**src/rtl/rbank_pkg.sv**
```systemverilog
package rbank_pkg;
    localparam int DATA_W = 32;
    localparam int IDX_W  = 4;
    localparam int MODE_W = 5;

    localparam logic [MODE_W-1:0] MODE_USR = 5'b10000;
    localparam logic [MODE_W-1:0] MODE_FIQ = 5'b10001;
    localparam logic [MODE_W-1:0] MODE_IRQ = 5'b10010;
    localparam logic [MODE_W-1:0] MODE_SVC = 5'b10011;
    localparam logic [MODE_W-1:0] MODE_ABT = 5'b10111;
    localparam logic [MODE_W-1:0] MODE_UND = 5'b11011;
    localparam logic [MODE_W-1:0] MODE_SYS = 5'b11111;

    typedef enum logic [2:0] {
        BANK_USR = 3'd0,
        BANK_FIQ = 3'd1,
        BANK_IRQ = 3'd2,
        BANK_SVC = 3'd3,
        BANK_ABT = 3'd4,
        BANK_UND = 3'd5
    } bank_e;

    localparam int N_ARCH        = 1 << IDX_W;
    localparam int FIQ_LO        = 8;
    localparam int FIQ_HI        = 14;
    localparam int SP_IDX        = 13;
    localparam int LR_IDX        = 14;
    localparam int N_FIQ         = FIQ_HI - FIQ_LO + 1;
    localparam int N_SMALL       = LR_IDX - SP_IDX + 1;
    localparam int N_SMALL_BANKS = 4;
    localparam int SMALL_BASE    = N_ARCH + N_FIQ;
    localparam int N_GPR         = SMALL_BASE + N_SMALL * N_SMALL_BANKS;
    localparam int N_SPSR        = 5;
    localparam int PHYS_W        = $clog2(N_GPR);
    localparam int SPSR_W        = $clog2(N_SPSR);

    localparam logic [DATA_W-1:0] CPSR_RESET = 32'h0000_00D3;
endpackage

```
**src/rtl/rbank_mode_decode.sv**
```systemverilog
module rbank_mode_decode
    import rbank_pkg::*;
(
    input  logic [MODE_W-1:0] mode_i,
    output bank_e             bank_o,
    output logic              has_spsr_o
);
    always_comb begin
        unique case (mode_i)
            MODE_FIQ: bank_o = BANK_FIQ;
            MODE_IRQ: bank_o = BANK_IRQ;
            MODE_SVC: bank_o = BANK_SVC;
            MODE_ABT: bank_o = BANK_ABT;
            MODE_UND: bank_o = BANK_UND;
            default:  bank_o = BANK_USR;
        endcase
        has_spsr_o = (bank_o != BANK_USR);
    end
endmodule

```
**src/rtl/rbank_index_map.sv**
```systemverilog
module rbank_index_map
    import rbank_pkg::*;
(
    input  bank_e              bank_i,
    input  logic [IDX_W-1:0]   idx_i,
    output logic [PHYS_W-1:0]  phys_o
);
    int idx_c;
    int phys_c;

    always_comb begin
        idx_c  = int'(idx_i);
        phys_c = idx_c;
        unique case (bank_i)
            BANK_FIQ: begin
                if (idx_c >= FIQ_LO && idx_c <= FIQ_HI)
                    phys_c = N_ARCH + idx_c - FIQ_LO;
            end
            BANK_IRQ, BANK_SVC, BANK_ABT, BANK_UND: begin
                if (idx_c == SP_IDX || idx_c == LR_IDX)
                    phys_c = SMALL_BASE
                           + (int'(bank_i) - int'(BANK_IRQ)) * N_SMALL
                           + idx_c - SP_IDX;
            end
            default: ;
        endcase
        phys_o = PHYS_W'(phys_c);
    end
endmodule

```
**src/rtl/rbank_gpr_store.sv**
```systemverilog
module rbank_gpr_store
    import rbank_pkg::*;
(
    input  logic                           clk,
    input  logic                           rst_n,
    input  logic                           we_i,
    input  logic [PHYS_W-1:0]              waddr_i,
    input  logic [DATA_W-1:0]              wdata_i,
    output logic [N_GPR-1:0][DATA_W-1:0]   regs_o
);
    logic [N_GPR-1:0][DATA_W-1:0] regs_q;

    always_ff @(posedge clk or negedge rst_n) begin
        if (!rst_n) begin
            regs_q <= '0;
        end else if (we_i) begin
            regs_q[waddr_i] <= wdata_i;
        end
    end

    assign regs_o = regs_q;

    p_addr_in_range_r3: assert property (@(posedge clk) disable iff (!rst_n)
        we_i |-> (int'(waddr_i) < N_GPR));

    p_write_lands_r9: assert property (@(posedge clk) disable iff (!rst_n)
        we_i |=> (regs_q[$past(waddr_i)] == $past(wdata_i)));

    p_idle_holds_r9: assert property (@(posedge clk) disable iff (!rst_n)
        !we_i |=> $stable(regs_q));
endmodule

```
**src/rtl/rbank_regfile.sv**
```systemverilog
module rbank_regfile
    import rbank_pkg::*;
(
    input  logic              clk,
    input  logic              rst_n,
    input  logic [4:0]        mode_i,
    input  logic [3:0]        rd_a_idx,
    output logic [31:0]       rd_a_data,
    input  logic [3:0]        rd_b_idx,
    output logic [31:0]       rd_b_data,
    input  logic              wr_en,
    input  logic [3:0]        wr_idx,
    input  logic [31:0]       wr_data,
    input  logic              wr_user_bank,
    input  logic              cpsr_wr_en,
    input  logic [31:0]       cpsr_wr_data,
    output logic [31:0]       cpsr_o,
    input  logic              spsr_wr_en,
    input  logic [31:0]       spsr_wr_data,
    output logic [31:0]       spsr_o
);
    localparam int N_RD = 2;

    bank_e                          cur_bank;
    bank_e                          wr_bank;
    logic                           has_spsr;
    logic [PHYS_W-1:0]              wr_phys;
    logic [N_GPR-1:0][DATA_W-1:0]   regs;
    logic [N_RD-1:0][IDX_W-1:0]     rd_idx;
    logic [N_RD-1:0][PHYS_W-1:0]    rd_phys;
    logic [N_RD-1:0][DATA_W-1:0]    rd_data;
    logic [DATA_W-1:0]              cpsr_q;
    logic [N_SPSR-1:0][DATA_W-1:0]  spsr_q;
    logic [SPSR_W-1:0]              spsr_sel;

    rbank_mode_decode u_decode (
        .mode_i     (mode_i),
        .bank_o     (cur_bank),
        .has_spsr_o (has_spsr)
    );

    assign wr_bank = wr_user_bank ? BANK_USR : cur_bank;

    rbank_index_map u_wr_map (
        .bank_i (wr_bank),
        .idx_i  (wr_idx),
        .phys_o (wr_phys)
    );

    rbank_gpr_store u_store (
        .clk     (clk),
        .rst_n   (rst_n),
        .we_i    (wr_en),
        .waddr_i (wr_phys),
        .wdata_i (wr_data),
        .regs_o  (regs)
    );

    assign rd_idx[0] = rd_a_idx;
    assign rd_idx[1] = rd_b_idx;

    for (genvar p = 0; p < N_RD; p++) begin : g_rd
        rbank_index_map u_rd_map (
            .bank_i (cur_bank),
            .idx_i  (rd_idx[p]),
            .phys_o (rd_phys[p])
        );
        assign rd_data[p] = (wr_en && (wr_phys == rd_phys[p])) ? wr_data
                                                                : regs[rd_phys[p]];
    end

    assign rd_a_data = rd_data[0];
    assign rd_b_data = rd_data[1];

    assign spsr_sel = SPSR_W'(int'(cur_bank) - 1);

    always_ff @(posedge clk or negedge rst_n) begin
        if (!rst_n) begin
            cpsr_q <= CPSR_RESET;
        end else if (cpsr_wr_en) begin
            cpsr_q <= cpsr_wr_data;
        end
    end

    always_ff @(posedge clk or negedge rst_n) begin
        if (!rst_n) begin
            spsr_q <= '0;
        end else if (spsr_wr_en && has_spsr) begin
            spsr_q[spsr_sel] <= spsr_wr_data;
        end
    end

    assign cpsr_o = cpsr_q;
    assign spsr_o = has_spsr ? spsr_q[spsr_sel] : cpsr_q;

    p_spsr_ignored_r8: assert property (@(posedge clk) disable iff (!rst_n)
        (spsr_wr_en && !has_spsr) |=> $stable(spsr_q));

    p_cpsr_holds_r11: assert property (@(posedge clk) disable iff (!rst_n)
        !cpsr_wr_en |=> $stable(cpsr_q));

    p_cpsr_loads_r11: assert property (@(posedge clk) disable iff (!rst_n)
        cpsr_wr_en |=> (cpsr_o == $past(cpsr_wr_data)));

    p_forward_a_r9: assert property (@(posedge clk) disable iff (!rst_n)
        (wr_en && !wr_user_bank && (wr_idx == rd_a_idx)) |-> (rd_a_data == wr_data));

    p_shared_low_r3: assert property (@(posedge clk) disable iff (!rst_n)
        (rd_a_idx < 4'd8 || rd_a_idx == 4'd15) |-> (int'(rd_phys[0]) == int'(rd_a_idx)));
endmodule

```
**config.mk**
```make
export PLATFORM = sky130hd
export DESIGN_NAME = rbank_regfile
export DESIGN_NICKNAME = d
export VERILOG_FILES = /design/src/rtl/rbank_pkg.sv /design/src/rtl/rbank_mode_decode.sv /design/src/rtl/rbank_index_map.sv /design/src/rtl/rbank_gpr_store.sv /design/src/rtl/rbank_regfile.sv
export SDC_FILE = /design/constraint.sdc
export NUM_CORES = 2
export LEC_CHECK = 0
export BUFFER_PORTS_ARGS = -buffer_cell sky130_fd_sc_hd__clkbuf_2
export CORE_ASPECT_RATIO = 0.5
export CORE_UTILIZATION = 40
export DETAILED_ROUTE_END_ITERATION = 12
export PLACE_DENSITY_LB_ADDON = 0.3
export SKIP_CTS_REPAIR_TIMING = 1
export SYNTH_ARGS = -nofsm -noshare
export SYNTH_HDL_FRONTEND = slang
export SYNTH_SLANG_ARGS = --single-unit
```
**constraint.sdc**
```tcl
create_clock -name clk -period 11.3 [get_ports clk]
set_clock_uncertainty 0.15 [all_clocks]
set_input_delay 1.695 -clock clk [delete_from_list [all_inputs] [get_ports clk]]
set_output_delay 1.695 -clock clk [all_outputs]
set_load 0.02 [all_outputs]
```
==> results.sh <==
export IMPL_core_region_area_um2=159000
export IMPL_cpPeakStageDelay_ns=0.96
export IMPL_via_per_inst=6.49
export IMPL_grt_pass1_wl_mm=350
export IMPL_routed_wl_mm=239
export IMPL_tns_ns=0
export IMPL_hp_start="spsr_q[74]"
export IMPL_grt_max_degree=184
export IMPL_drv_slew=0
export IMPL_yosysWarnings=0
export IMPL_layout_min_cycle_time_ns=10.0
export IMPL_rsz0062_at_grt="false"
export IMPL_timing_rr_start="u_store.regs_o[382]"
export IMPL_cts_made_buffers=114
export IMPL_gr_usage_all_layers_pct=28.7
export IMPL_dp_cells=7682
export IMPL_worst_skew_pair_late_latency_ns=0.73
export IMPL_status="finished clean"
export IMPL_h_tree_depth=3
export IMPL_leakage_nw=32.0
export IMPL_r2r_slack_ns=10.30
export IMPL_drt_iter0_drc=6130
export IMPL_rr_endpoint="u_store.regs_o[382]"
export IMPL_num_vias=51200
export IMPL_crit_type="in2out"
export IMPL_grt_ovfl_total=0
export IMPL_cp_data_arrival_time_ns=8.15
export IMPL_die_area_um2=163000
export IMPL_antenna_found_initial=5
export IMPL_synth_seq_cells=1184
export IMPL_synthesis_instances=5716
export IMPL_grtUsageMet1_pct=38.1
export IMPL_die_height_um=286
export IMPL_fmax_mhz=100
export IMPL_cts_sinks=1184
export IMPL_place_hpwl_mm=139
export IMPL_final_nets=5791
export IMPL_cp_slowest_cell="and3_2"
export IMPL_yosysSeqAreaShare_pct=46.0
export IMPL_wl_per_cell_um=30.3
export IMPL_start_kind="input port"
export IMPL_ys_flop_type="dfrtp_1"
export IMPL_fin_cells=7883
export IMPL_cp_max_fo=39
export IMPL_grt_busiest_layer="met2"
export IMPL_cts_root_buf="clkbuf_16"
export IMPL_synth_edf_count=0
export IMPL_power_density_nw_per_um2=160
export IMPL_fillCellCount=14400
export IMPL_multi_input_area_um2=32900
export IMPL_syn_area_per_cell_um2=11.3
export IMPL_place_congestion=0.897
export IMPL_hold_viol_final=0
export IMPL_slew_headroom_pct=5.73
export IMPL_cp_end_kind="output pin"
export IMPL_maxCapViolations=0
export IMPL_synth_area_um2=64500
export IMPL_tightest_slew_ns=1.41
export IMPL_portBuffers=246
export IMPL_start_util_pct=40.6
export IMPL_synth_async_reset_ratio_pct=100
export IMPL_cts_tree="built"
export IMPL_min_path_type="reg2reg"
export IMPL_crit_chain="clkbuf_2 -> nor2b_1 -> nor2_1 -> buf_4 -> inv_4 -> ha_1 -> xor2_1 -> ha_1 -> inv_1 -> fa_1 -> xnor2_1 -> nor4_1 -> o2111ai_1 -> a21oi_1 -> nor4b_1 -> and3_2 -> buf_4 -> nand2_1 -> a32oi_1 -> clkbuf_2"
export IMPL_pin_count=247
export IMPL_dieWidth_um=570
export IMPL_synth_distinct_cells=76
export IMPL_rr_worst_depth=1
export IMPL_ant_nets=0
export IMPL_hold_path_end="spsr_q[74]"
export IMPL_cts_buffer_depth=3
export IMPL_worstPathRequired_ns=9.46
export IMPL_rows=103
export IMPL_drive_above_1_share_pct=34.9
export IMPL_drc=0
export IMPL_vdd_ir_drop_max_mv=0.154
export IMPL_grt_pass1_vias=51100
export IMPL_worstHoldPathCells=1
export IMPL_syn_to_final_growth_pct=11.0
export IMPL_period_share_pct=88.5
export IMPL_grtUsageMet2_pct=44.4
export IMPL_first_pass_iters=8
export IMPL_synth_fp_nets=5861
export IMPL_seq_area_um2=29600
export IMPL_use_met3_pct=6.68
export IMPL_setup_viol=0
export IMPL_clk_pin_slew_ns=0.06
-- critical path: cells and delay by family --
| kind | cells | cell delay, ns |
|---|---|---|
| adder cells (fa/ha/maj) | 3 | 0.95 |
| AO/OA/AOI/OAI | 3 | 0.99 |
| buffers and inverters | 6 | 1.87 |
| AND/OR/NAND/NOR | 6 | 2.26 |
| XOR/XNOR | 2 | 0.30 |
-- metal layers --
metal | routed length, um | vias to the layer above
li1 | - | 21100
met4 | 12300 | 4
met3 | 23000 | 685
met1 | 96000 | 26500
met5 | 24 | -
met2 | 107000 | 2917
-- power breakdown --
part | leakage [nW] | internal [mW] | total [mW] | switching, mW
Combinational | 14.6 | 0.968 | 2.28 | 1.32
Sequential | 15.6 | 4.79 | 5.19 | 0.400
Clock | 1.85 | 2.24 | 3.99 | 1.75
-- worst max path at each step --
| stage | cells past startpoint | start | slack [ns] | to |
|---|---|---|---|---|
| after global placement | 20 | mode_i[3] | 1.44 | rd_b_data[26] |
| final | 20 | mode_i[3] | 1.30 | rd_b_data[26] |
| after floorplan | 21 | mode_i[3] | 3.05 | rd_b_data[31] |
| after global routing | 20 | mode_i[3] | 1.14 | rd_b_data[26] |
| after CTS | 20 | mode_i[3] | 1.42 | rd_b_data[26] |
| after detailed placement | 20 | mode_i[3] | 1.43 | rd_b_data[26] |
-- cell families after synthesis --
kind of cell / after synthesis / share of synthesized area, %
mux: 1729 / 31.2
flops: 1184 / 46.0
simple gates: 1093 / 8.17
compound gates: 1065 / 10.3
buf+inv: 600 / 3.61
fa+ha+maj: 26 / 0.551
xor+xnor: 19 / 0.258
-- cells in the mapped netlist (7+ instances only) --
library cell,number,share of area [%]
mux4_2,100,3.5
and3_1,38,0.37
buf_1,48,0.28
nor4_1,66,0.64
a221oi_1,31,0.42
nand2_1,334,1.9
inv_1,21,0.12
a21oi_1,284,2.2
nor3_1,12,0.093
and2_1,9,0.087
a211oi_1,99,1.2
mux2_2,1247,22
nand3_1,380,2.9
clkbuf_1,485,2.8
a31oi_1,39,0.38
nor2b_1,33,0.32
mux2i_1,382,5.9
a32oi_1,63,0.86
nand2b_1,33,0.32
xor2_1,7,0.095
a41oi_1,31,0.42
ha_1,22,0.43
nor2_1,127,0.74
buf_2,37,0.29
o22ai_1,154,1.5
dfrtp_1,1179,46
or4_1,32,0.37
o21ai_0,282,2.2
xnor2_1,12,0.16
a211o_1,32,0.43
nand4_1,10,0.097
-- sequential cells by signal, indices dropped and copies added (netlist names) --
| register | cells |
|---|---|
| spsr_q | 160 |
| u_store.regs_o | 992 |
| cpsr_o | 32 |
-- final cells by class --
class                      instances  area share [%]
clock buffer                     162            4.57
tap                             2152            3.76
timing repair buffer             391            3.45
sequential                      1184            41.4
clock inverter                    37           0.708
antenna                            2         0.00699
inverter                          23           0.124
multi-input combinational       3932            46.0
-- cells in the final DEF, fill, tap and decap left out, types with 5 or more instances in the layout --
cell type	n
clkbuf_8	20
a32oi_1	63
xor2_1	7
nand2_4	9
clkbuf_2	243
buf_4	135
a21oi_1	284
nand3_1	379
nor2_1	102
a211oi_1	99
a41oi_1	31
a221oi_1	31
clkbuf_16	116
ha_1	22
dfrtp_1	1179
nor3_2	7
o22ai_1	154
mux4_2	100
xnor2_1	12
a31oi_1	38
o21ai_0	282
nor2b_1	33
nand4_1	10
or4_1	32
bufinv_16	10
nand2_1	316
clkinv_2	17
and3_1	37
clkbuf_1	26
dfstp_2	5
buf_12	10
nand2b_1	33
a211o_1	32
and2_1	6
nor2_4	25
mux2i_1	382
nand2_2	9
mux2_2	1247
nor4_1	65
inv_1	21
-- stage by stage --
step	power, mW	area (um^2)	utilization [%]	setup slack (ns)	hold slack [ns]
3_3_place_gp	7.40	67800	42.7	1.44	0.335
6_report	11.5	71600	45.1	1.30	0.354
4_1_cts	11.5	71600	45.1	1.42	0.357
5_1_grt	11.9	71600	45.1	1.14	0.363
3_5_place_dp	7.49	67800	42.7	1.43	0.342
2_1_floorplan	6.59	64500	-	3.05	0.329
Note: power is estimated with default switching activity, not from simulation.
